## src/rtl/ptw_pkg.sv

```systemverilog
package ptw_pkg;

    typedef enum logic [2:0] {
        ST_IDLE,
        ST_L1_REQ,
        ST_L1_WAIT,
        ST_L2_REQ,
        ST_L2_WAIT,
        ST_DONE,
        ST_FAULT
    } walk_st_e;

    typedef enum logic [1:0] {
        FLT_NONE = 2'd0,
        FLT_L1   = 2'd1,
        FLT_L2   = 2'd2,
        FLT_PERM = 2'd3
    } walk_flt_e;

    typedef enum logic [1:0] {
        ACC_RD   = 2'd0,
        ACC_WR   = 2'd1,
        ACC_EX   = 2'd2,
        ACC_RSVD = 2'd3
    } acc_kind_e;

    // Entry flag bits as stored in the low bits of an entry
    typedef struct packed {
        logic sup_only; // bit 4
        logic ex_ok;    // bit 3
        logic wr_ok;    // bit 2
        logic rd_ok;    // bit 1
        logic present;  // bit 0
    } ent_flags_t;

    localparam int FLAG_BITS = $bits(ent_flags_t);

endpackage

```

## src/rtl/ptw_entry_unpack.sv

```systemverilog
module ptw_entry_unpack
    import ptw_pkg::*;
#(
    parameter int DATA_W    = 32,
    parameter int PAGE_BITS = 12
) (
    input  logic [DATA_W-1:0]           entry,
    output logic [DATA_W-PAGE_BITS-1:0] frame,
    output ent_flags_t                  flags
);
    localparam int RSVD_W = PAGE_BITS - FLAG_BITS;

    logic [RSVD_W-1:0] unused_rsvd;

    assign frame       = entry[DATA_W-1:PAGE_BITS];
    assign flags       = ent_flags_t'(entry[FLAG_BITS-1:0]);
    assign unused_rsvd = entry[PAGE_BITS-1:FLAG_BITS];
endmodule

```

## src/rtl/ptw_entry_addr.sv

```systemverilog
module ptw_entry_addr #(
    parameter int ADDR_W = 32,
    parameter int IDX_W  = 10,
    parameter int SHIFT  = 2
) (
    input  logic [ADDR_W-1:0] base,
    input  logic [IDX_W-1:0]  idx,
    output logic [ADDR_W-1:0] addr
);
    assign addr = base + (ADDR_W'(idx) << SHIFT);
endmodule

```

## src/rtl/ptw_perm_check.sv

```systemverilog
module ptw_perm_check
    import ptw_pkg::*;
(
    input  ent_flags_t flags,
    input  acc_kind_e  acc,
    input  logic       user,
    output logic       allowed
);
    logic kind_ok;

    always_comb begin
        case (acc)
            ACC_RD:  kind_ok = flags.rd_ok;
            ACC_WR:  kind_ok = flags.wr_ok;
            ACC_EX:  kind_ok = flags.ex_ok;
            default: kind_ok = 1'b0;
        endcase
    end

    assign allowed = kind_ok && !(user && flags.sup_only);
endmodule

```

## src/rtl/pt_walker.sv

```systemverilog
module pt_walker
    import ptw_pkg::*;
#(
    parameter int ADDR_W    = 32,
    parameter int PAGE_BITS = 12,
    parameter int IDX_W     = 10,
    parameter int ENT_BYTES = 4
) (
    input  logic              clk,
    input  logic              rst_n,
    input  logic              req_valid,
    output logic              req_ready,
    input  logic [ADDR_W-1:0] req_vaddr,
    input  logic [1:0]        req_acc,
    input  logic              req_user,
    input  logic [ADDR_W-1:0] ptbr,
    output logic              mem_req_valid,
    input  logic              mem_req_ready,
    output logic [ADDR_W-1:0] mem_req_addr,
    input  logic              mem_rsp_valid,
    input  logic [ADDR_W-1:0] mem_rsp_data,
    output logic              done_valid,
    output logic [ADDR_W-1:0] done_paddr,
    output logic [1:0]        done_fault
);
    localparam int FRAME_W   = ADDR_W - PAGE_BITS;
    localparam int ENT_SHIFT = $clog2(ENT_BYTES);
    localparam int HI_LSB    = PAGE_BITS + IDX_W;

    typedef struct packed {
        walk_st_e          st;
        logic [ADDR_W-1:0] va;
        acc_kind_e         acc;
        logic              user;
        logic [ADDR_W-1:0] base;
        logic [ADDR_W-1:0] l2_base;
        logic [ADDR_W-1:0] paddr;
        walk_flt_e         fault;
    } walk_regs_t;

    walk_regs_t r_d, r_q;

    logic [IDX_W-1:0]  idx_hi, idx_lo;
    logic [ADDR_W-1:0] l1_addr, l2_addr;
    logic [FRAME_W-1:0] rsp_frame;
    ent_flags_t        rsp_flags;
    logic              perm_ok;

    assign idx_hi = r_q.va[HI_LSB +: IDX_W];
    assign idx_lo = r_q.va[PAGE_BITS +: IDX_W];

    ptw_entry_addr #(.ADDR_W(ADDR_W), .IDX_W(IDX_W), .SHIFT(ENT_SHIFT)) u_l1_addr (
        .base(r_q.base), .idx(idx_hi), .addr(l1_addr)
    );

    ptw_entry_addr #(.ADDR_W(ADDR_W), .IDX_W(IDX_W), .SHIFT(ENT_SHIFT)) u_l2_addr (
        .base(r_q.l2_base), .idx(idx_lo), .addr(l2_addr)
    );

    ptw_entry_unpack #(.DATA_W(ADDR_W), .PAGE_BITS(PAGE_BITS)) u_unpack (
        .entry(mem_rsp_data), .frame(rsp_frame), .flags(rsp_flags)
    );

    ptw_perm_check u_perm (
        .flags(rsp_flags), .acc(r_q.acc), .user(r_q.user), .allowed(perm_ok)
    );

    always_comb begin
        r_d = r_q;
        case (r_q.st)
            ST_IDLE: begin
                if (req_valid) begin
                    r_d.st   = ST_L1_REQ;
                    r_d.va   = req_vaddr;
                    r_d.acc  = acc_kind_e'(req_acc);
                    r_d.user = req_user;
                    r_d.base = ptbr;
                end
            end
            ST_L1_REQ: if (mem_req_ready) r_d.st = ST_L1_WAIT;
            ST_L1_WAIT: begin
                if (mem_rsp_valid) begin
                    if (!rsp_flags.present) begin
                        r_d.st    = ST_FAULT;
                        r_d.fault = FLT_L1;
                        r_d.paddr = '0;
                    end else begin
                        r_d.st      = ST_L2_REQ;
                        r_d.l2_base = {rsp_frame, {PAGE_BITS{1'b0}}};
                    end
                end
            end
            ST_L2_REQ: if (mem_req_ready) r_d.st = ST_L2_WAIT;
            ST_L2_WAIT: begin
                if (mem_rsp_valid) begin
                    if (!rsp_flags.present) begin
                        r_d.st    = ST_FAULT;
                        r_d.fault = FLT_L2;
                        r_d.paddr = '0;
                    end else if (!perm_ok) begin
                        r_d.st    = ST_FAULT;
                        r_d.fault = FLT_PERM;
                        r_d.paddr = '0;
                    end else begin
                        r_d.st    = ST_DONE;
                        r_d.fault = FLT_NONE;
                        r_d.paddr = {rsp_frame, r_q.va[PAGE_BITS-1:0]};
                    end
                end
            end
            default: r_d.st = ST_IDLE;
        endcase
    end

    always_ff @(posedge clk or negedge rst_n) begin
        if (!rst_n) begin
            r_q <= '{st: ST_IDLE, acc: ACC_RD, fault: FLT_NONE, default: '0};
        end else begin
            r_q <= r_d;
        end
    end

    assign req_ready     = (r_q.st == ST_IDLE);
    assign mem_req_valid = (r_q.st == ST_L1_REQ) || (r_q.st == ST_L2_REQ);
    assign mem_req_addr  = (r_q.st == ST_L2_REQ) ? l2_addr : l1_addr;
    assign done_valid    = (r_q.st == ST_DONE) || (r_q.st == ST_FAULT);
    assign done_paddr    = r_q.paddr;
    assign done_fault    = r_q.fault;


    idle_excl_chk: assert property (@(posedge clk) disable iff (!rst_n)
        !(req_ready && (mem_req_valid || done_valid)));


    req_hold_chk: assert property (@(posedge clk) disable iff (!rst_n)
        (mem_req_valid && !mem_req_ready) |=> (mem_req_valid && $stable(mem_req_addr)));


    done_pulse_chk: assert property (@(posedge clk) disable iff (!rst_n)
        done_valid |=> !done_valid);


    offset_keep_chk: assert property (@(posedge clk) disable iff (!rst_n)
        (done_valid && done_fault == 2'd0) |-> (done_paddr[PAGE_BITS-1:0] == r_q.va[PAGE_BITS-1:0]));


    l1_absent_chk: assert property (@(posedge clk) disable iff (!rst_n)
        (r_q.st == ST_L1_WAIT && mem_rsp_valid && !mem_rsp_data[0])
        |=> (done_valid && done_fault == 2'd1 && !mem_req_valid));


    l2_absent_chk: assert property (@(posedge clk) disable iff (!rst_n)
        (r_q.st == ST_L2_WAIT && mem_rsp_valid && !mem_rsp_data[0])
        |=> (done_valid && done_fault == 2'd2));
endmodule

```

## config.mk

```make
export PLATFORM = sky130hd
export DESIGN_NAME = pt_walker
export DESIGN_NICKNAME = d
export VERILOG_FILES = /design/src/rtl/ptw_pkg.sv /design/src/rtl/ptw_entry_unpack.sv /design/src/rtl/ptw_entry_addr.sv /design/src/rtl/ptw_perm_check.sv /design/src/rtl/pt_walker.sv
export SDC_FILE = /design/constraint.sdc
export NUM_CORES = 1
export LEC_CHECK = 0
export BUFFER_PORTS_ARGS = -buffer_cell sky130_fd_sc_hd__buf_2
export CAP_MARGIN = 20
export CORE_AREA = 5 5 123 125
export CTS_BUF_LIST = sky130_fd_sc_hd__clkbuf_4
export DETAILED_ROUTE_END_ITERATION = 6
export DIE_AREA = 0 0 128 130
export HOLD_SLACK_MARGIN = 0.03
export PLACE_DENSITY = 0.8
export SYNTH_ARGS = -nofsm -noshare
export SYNTH_HDL_FRONTEND = slang
export SYNTH_SLANG_ARGS = --single-unit
export TNS_END_PERCENT = 50
```

## constraint.sdc

```tcl
create_clock -name clk -period 2.75 [get_ports clk]
set_input_delay 0.4125 -clock clk [delete_from_list [all_inputs] [get_ports clk]]
set_output_delay 0.4125 -clock clk [all_outputs]
set_load 0.01 [all_outputs]
```

Yosys cells after proc, flatten, opt, wreduce, memory -nomap -nowiden. Cells that the tools add are included.

$add $sub $neg: 2. Equal/unequal tests: 14. Mux-type cells: 17. Reductions and logical operators: 12.

Operators by type and width (count): $mux 34 (5); $mux 70 (1); $pmux 34 s2 (1); $add 32x12->32 (2); $mux 32 (1); $mux 3 (6); $pmux 3 s5 (1); $ne 2x2->1 const B (6); $eq 3x3->1 const B (3); $eq 3x2->1 const B (2); $reduce_and 5->1 (1); $reduce_and 4->1 (1); $eq 3x1->1 const B (1); $logic_not 3->1 (1); $pmux 1 s3 (1); $reduce_and 3->1 (1); $eq 2x1->1 const B (1); $eq 2x2->1 const B (1); $logic_and 1x1->1 (2); $logic_not 2->1 (1); $logic_or 1x1->1 (2); $mux 2 (1); $reduce_and 2->1 (1); $reduce_bool 2->1 (1); $logic_not 1->1 (1).

Flip-flop bits (word level): 124. Bits of input ports: 104. Output and inout bits: 69. Logic and storage cells: 53.

Depth between registers and ports, before layout.
Word-level depth: 7. Mapped depth: 9. Depth with buffers taken out: 8.

By module. Synthesis repeated with hierarchy kept, for this count alone.

Cell total of the unflattened synthesis: 630. Area total of the unflattened synthesis: 7438.4 um^2.

By module, submodules not included: pt_walker (instances 1, cells each 368, area an instance 5424.0 um^2, seq. area each 3103.0 um^2); ptw_entry_addr (u_l2_addr) (instances 1, cells each 112, area an instance 907.1 um^2, seq. area each 0.0 um^2); ptw_entry_addr (u_l1_addr) (instances 1, cells each 121, area an instance 879.6 um^2, seq. area each 0.0 um^2); ptw_entry_unpack (instances 1, cells each 25, area an instance 187.7 um^2, seq. area each 0.0 um^2); ptw_perm_check (instances 1, cells each 4, area an instance 40.0 um^2, seq. area each 0.0 um^2).

Worst setup path after synthesis. No wires, ideal clock.

Kind: register -> output. Start point: reg r_q[68] (netlist bit). End point: out mem_req_addr[14]. Arrival: 2.155 ns. Required time: 2.338 ns. Setup slack: 0.183 ns. Cell stages (with the launch flop): 9. Path buffers: 0. Cells stage by stage: dfrtp_1 ha_1 fa_1 a211o_1 o2111ai_1 nand3_1 nand4_1 xor2_1 o21ai_0.

Word-level cells in the longest chain between the ends: 2.

Ends and longest elaborated chain: from (decl) (line pt_walker.sv:41) `walk_regs_t r_d, r_q;`; from (signal assigned) (line pt_walker.sv:119) `r_q <= r_d;`; $add 32x12->32 (line ptw_entry_addr.sv:10) `assign addr = base + (ADDR_W'(idx) << SHIFT);`; $mux 32 (line pt_walker.sv:125) `assign mem_req_addr = (r_q.st == ST_L2_REQ) ? l2_addr : l1_addr;`; to (decl) (line pt_walker.sv:19) `output logic [ADDR_W-1:0] mem_req_addr,`.

Every way passes these cells.

Worst setup path in the final report. Same ends and word-level chain as after synthesis.

==> impl_metrics.toml <==
[global_route]
grt_pass1_wl_mm = 26.1
grt_pass1_vias = 5099
grt_usage_pct = 20.1
overflow = 0
grt_max_degree = 52
antenna_found_initial = 1

[clock_tree]
cts_htree_levels = 4
cts_buffer_depth = 2
tritoncts = "done"
clock-sinks = 124
numCtsBuffers = 17
ctsRootBufferMaster = "clkbuf_4"
clock_latency_ns = 0.54
clk_pin_slew_ns = 0.12

[setup_path]
cp.arrival_ns = 2.74
crit_required_ns = 2.34
crit_slowest_cell = "dfrtp_1"
critical_path_class = "reg2out"
end_kind = "primary output"
cpLargestDelayFamily = "adder cells"
crit_chain = "ha_2 -> fa_2 -> a211o_1 -> o2111ai_2 -> nand3_1 -> buf_6 -> nand4_1 -> xor2_1 -> o21ai_1 -> buf_2"
start_kind = "flip-flop"
worst_path_largest_cell_delay_ns = 0.41
path_max_fanout = 9
cp.buffers_inverters = 2
r2r_slack_ns = 0.70

[timing]
whs_ns = 0.0996
slew_viol_final = 0
finalWorstSetupSlack_ns = -0.398
slew_headroom_pct = 56.2
min_period_ns = 3.15
final.setup.tns_ns = -7.74
period_share_pct = 114
setup_violations = 26
rsz0062_at_grt = "yes"
worstMarginPinSlew_ns = 0.657
finalClockSkew_ns = 0.0186
max_freq_ghz = 0.318
hold_viol = 0

[status]
violations = "negative setup slack"
outcome = "complete, but fails checks"

[yosys]
yosys_warnings = 0
syn_area_per_cell_sq_um = 11.6
synth_edf_count = 0
synth.top_cells.by_count = "dfrtp_1 (124), mux2_2 (87), a22o_1 (35), buf_4 (35), nand2_1 (35)"
yosysMostFrequentCell = "dfrtp_1"
synthesis.area_sq_mm = 0.00615
ys_seq_area_share_pct = 50.5
synth.largest_area_cell = "dfrtp_1"
yosysTopAreaCellShare_pct = 50.5
yosys_register_bits = 124
netlist-cell-type-count = 47
async_flop_share_pct = 100
syn-num-nets = 644
synth_area_leaders = "dfrtp_1 (50%), mux2_2 (16%), a22o_1 (5.0%), buf_4 (4.3%), xor2_1 (2.3%)"
synth_cells = 529
ys.flop_type = "dfrtp_1"

[pwr]
power_frac_comb_pct = 54.2
clockPowerShare_pct = 12.6
leakagePower_nw = 3.60
switching_share_pct = 41.1
ir_drop_uv = 743
intPower_mw = 5.80
power_density_mw_per_mm2 = 1320
power.switching_mw = 4.06
power.share.sequential_pct = 33.1

[layout]
fin_nets = 796
syn_to_final_growth_pct = 21.6
drive_gt1_share_pct = 50.0
postLayoutCellArea_sq_mm = 0.00748
final_util_pct = 54.3

[place]
gp_congestion = 0.862
portBuffers = 165
hpwl_mm = 11.8
placed_area_sq_mm = 0.00699

[worst_hold_path]
hold_path_class = "in2reg"

[die]
fp.dieH_microns = 130
rows = 43
ioPinCount = 173
core_area_sq_mm = 0.0138
die-area_sq_mm = 0.0166
die_width_microns = 128
initial_core_util_pct = 44.6

[route]
wl_per_cell_microns = 18.8
vias_per_cell = 5.59
drtPass1Iterations = 5
ant_nets = 0
drt_wl_total_mm = 16.5
drc = 0
vias = 4894
initialDrtViolationCount = 299

[run]
maxCapViolations = 0
## layout make-up
class	instances	area, sq um
fill	1189	6290
sequential	124	3100
multi-input combinational	336	2760
timing repair buffer	198	1110
tap	180	225
clock buffer	22	165
clock inverter	10	98.8
inverter	4	15.0
antenna	1	2.50
## state kept, by name (all words and copies together) (netlist names)
signal and flops:
done_fault 2, done_paddr 32, idx_lo 10, r_q 70
idx_hi 10
## power by group through the flow
stage	clock (mW)	combinational [mW]	sequential, mW
final	1.24	5.35	3.27
after global routing	1.36	5.78	3.38
after CTS	1.28	5.11	3.24
after detailed placement	0	4.77	3.27
after global placement	0	4.60	3.21
after floorplan	0	3.34	3.05
## worst paths after layout
check | start | endpoint | depth (start not counted)
worst max-delay path | r_q[68] | mem_req_addr[14] | 10
worst min-delay path | req_acc[0] | r_q[99] | 2
worst max register to register | r_q[133] | idx_lo[2] | 4
worst min register to register | done_paddr[2] | done_paddr[2] | 1
max in group asynchronous | rst_n | done_paddr[10] | 3
min in group asynchronous | rst_n | done_paddr[25] | 2
## layer usage
metal | part of all wire (%) | GRT usage (%) | routed length, microns
met1 | 41 | 24.8 | 6730
met2 | 48 | 32.9 | 7920
met3 | 6.5 | 4.99 | 1070
met4 | 4.5 | 10.2 | 737
met5 | 0 | 0 | 0
## what timing repair did
item | in CTS | in global routing
hold buffers | 1 | 0
setup endpoints to repair | 30 | 32
pin swaps | 9 | 9
setup buffers | 6 | 3
cloned | 0 | 0
gates resized for setup | 37 | 15
hold endpoints to repair | 48 | 0
## per-stage QoR
step,instances,setup slack [ns],total power [mW]
2_1_floorplan,529,0.183,6.39
3_3_place_gp,832,0.0253,7.81
3_5_place_dp,832,0.0297,8.04
4_1_cts,871,-0.435,9.64
5_1_grt,875,-0.569,10.5
6_report,875,-0.398,9.86
## placed cells by master (no fill, tap or decap), types with 4 or more instances in the layout
master and n:
a21oi_1 13, nand4_1 6, o21ai_0 8, nor3_1 4, xor2_1 16, a31oi_1 4, a22o_1 35, nand2b_1 4
ha_1 6, and3_1 11, inv_1 4, nand3_1 13, buf_4 29, nor2b_1 7, clkbuf_4 22, nand2_1 33
a21o_1 4, dfrtp_1 123, nor2_1 10, clkinv_2 7, o21ai_1 15, mux2_2 87, buf_2 163, o211ai_1 7
buf_6 4
## cells by family after synthesis
| family | synth area share (%) |
|---|---|
| adder cells (fa/ha/maj) | 2.36 |
| XOR/XNOR | 2.56 |
| flip-flops | 50.5 |
| AO/OA/AOI/OAI | 12.4 |
| multiplexers | 15.9 |
| AND/OR/NAND/NOR | 9.48 |
| buffers and inverters | 6.82 |
Note: power is estimated with default switching activity, not from simulation.
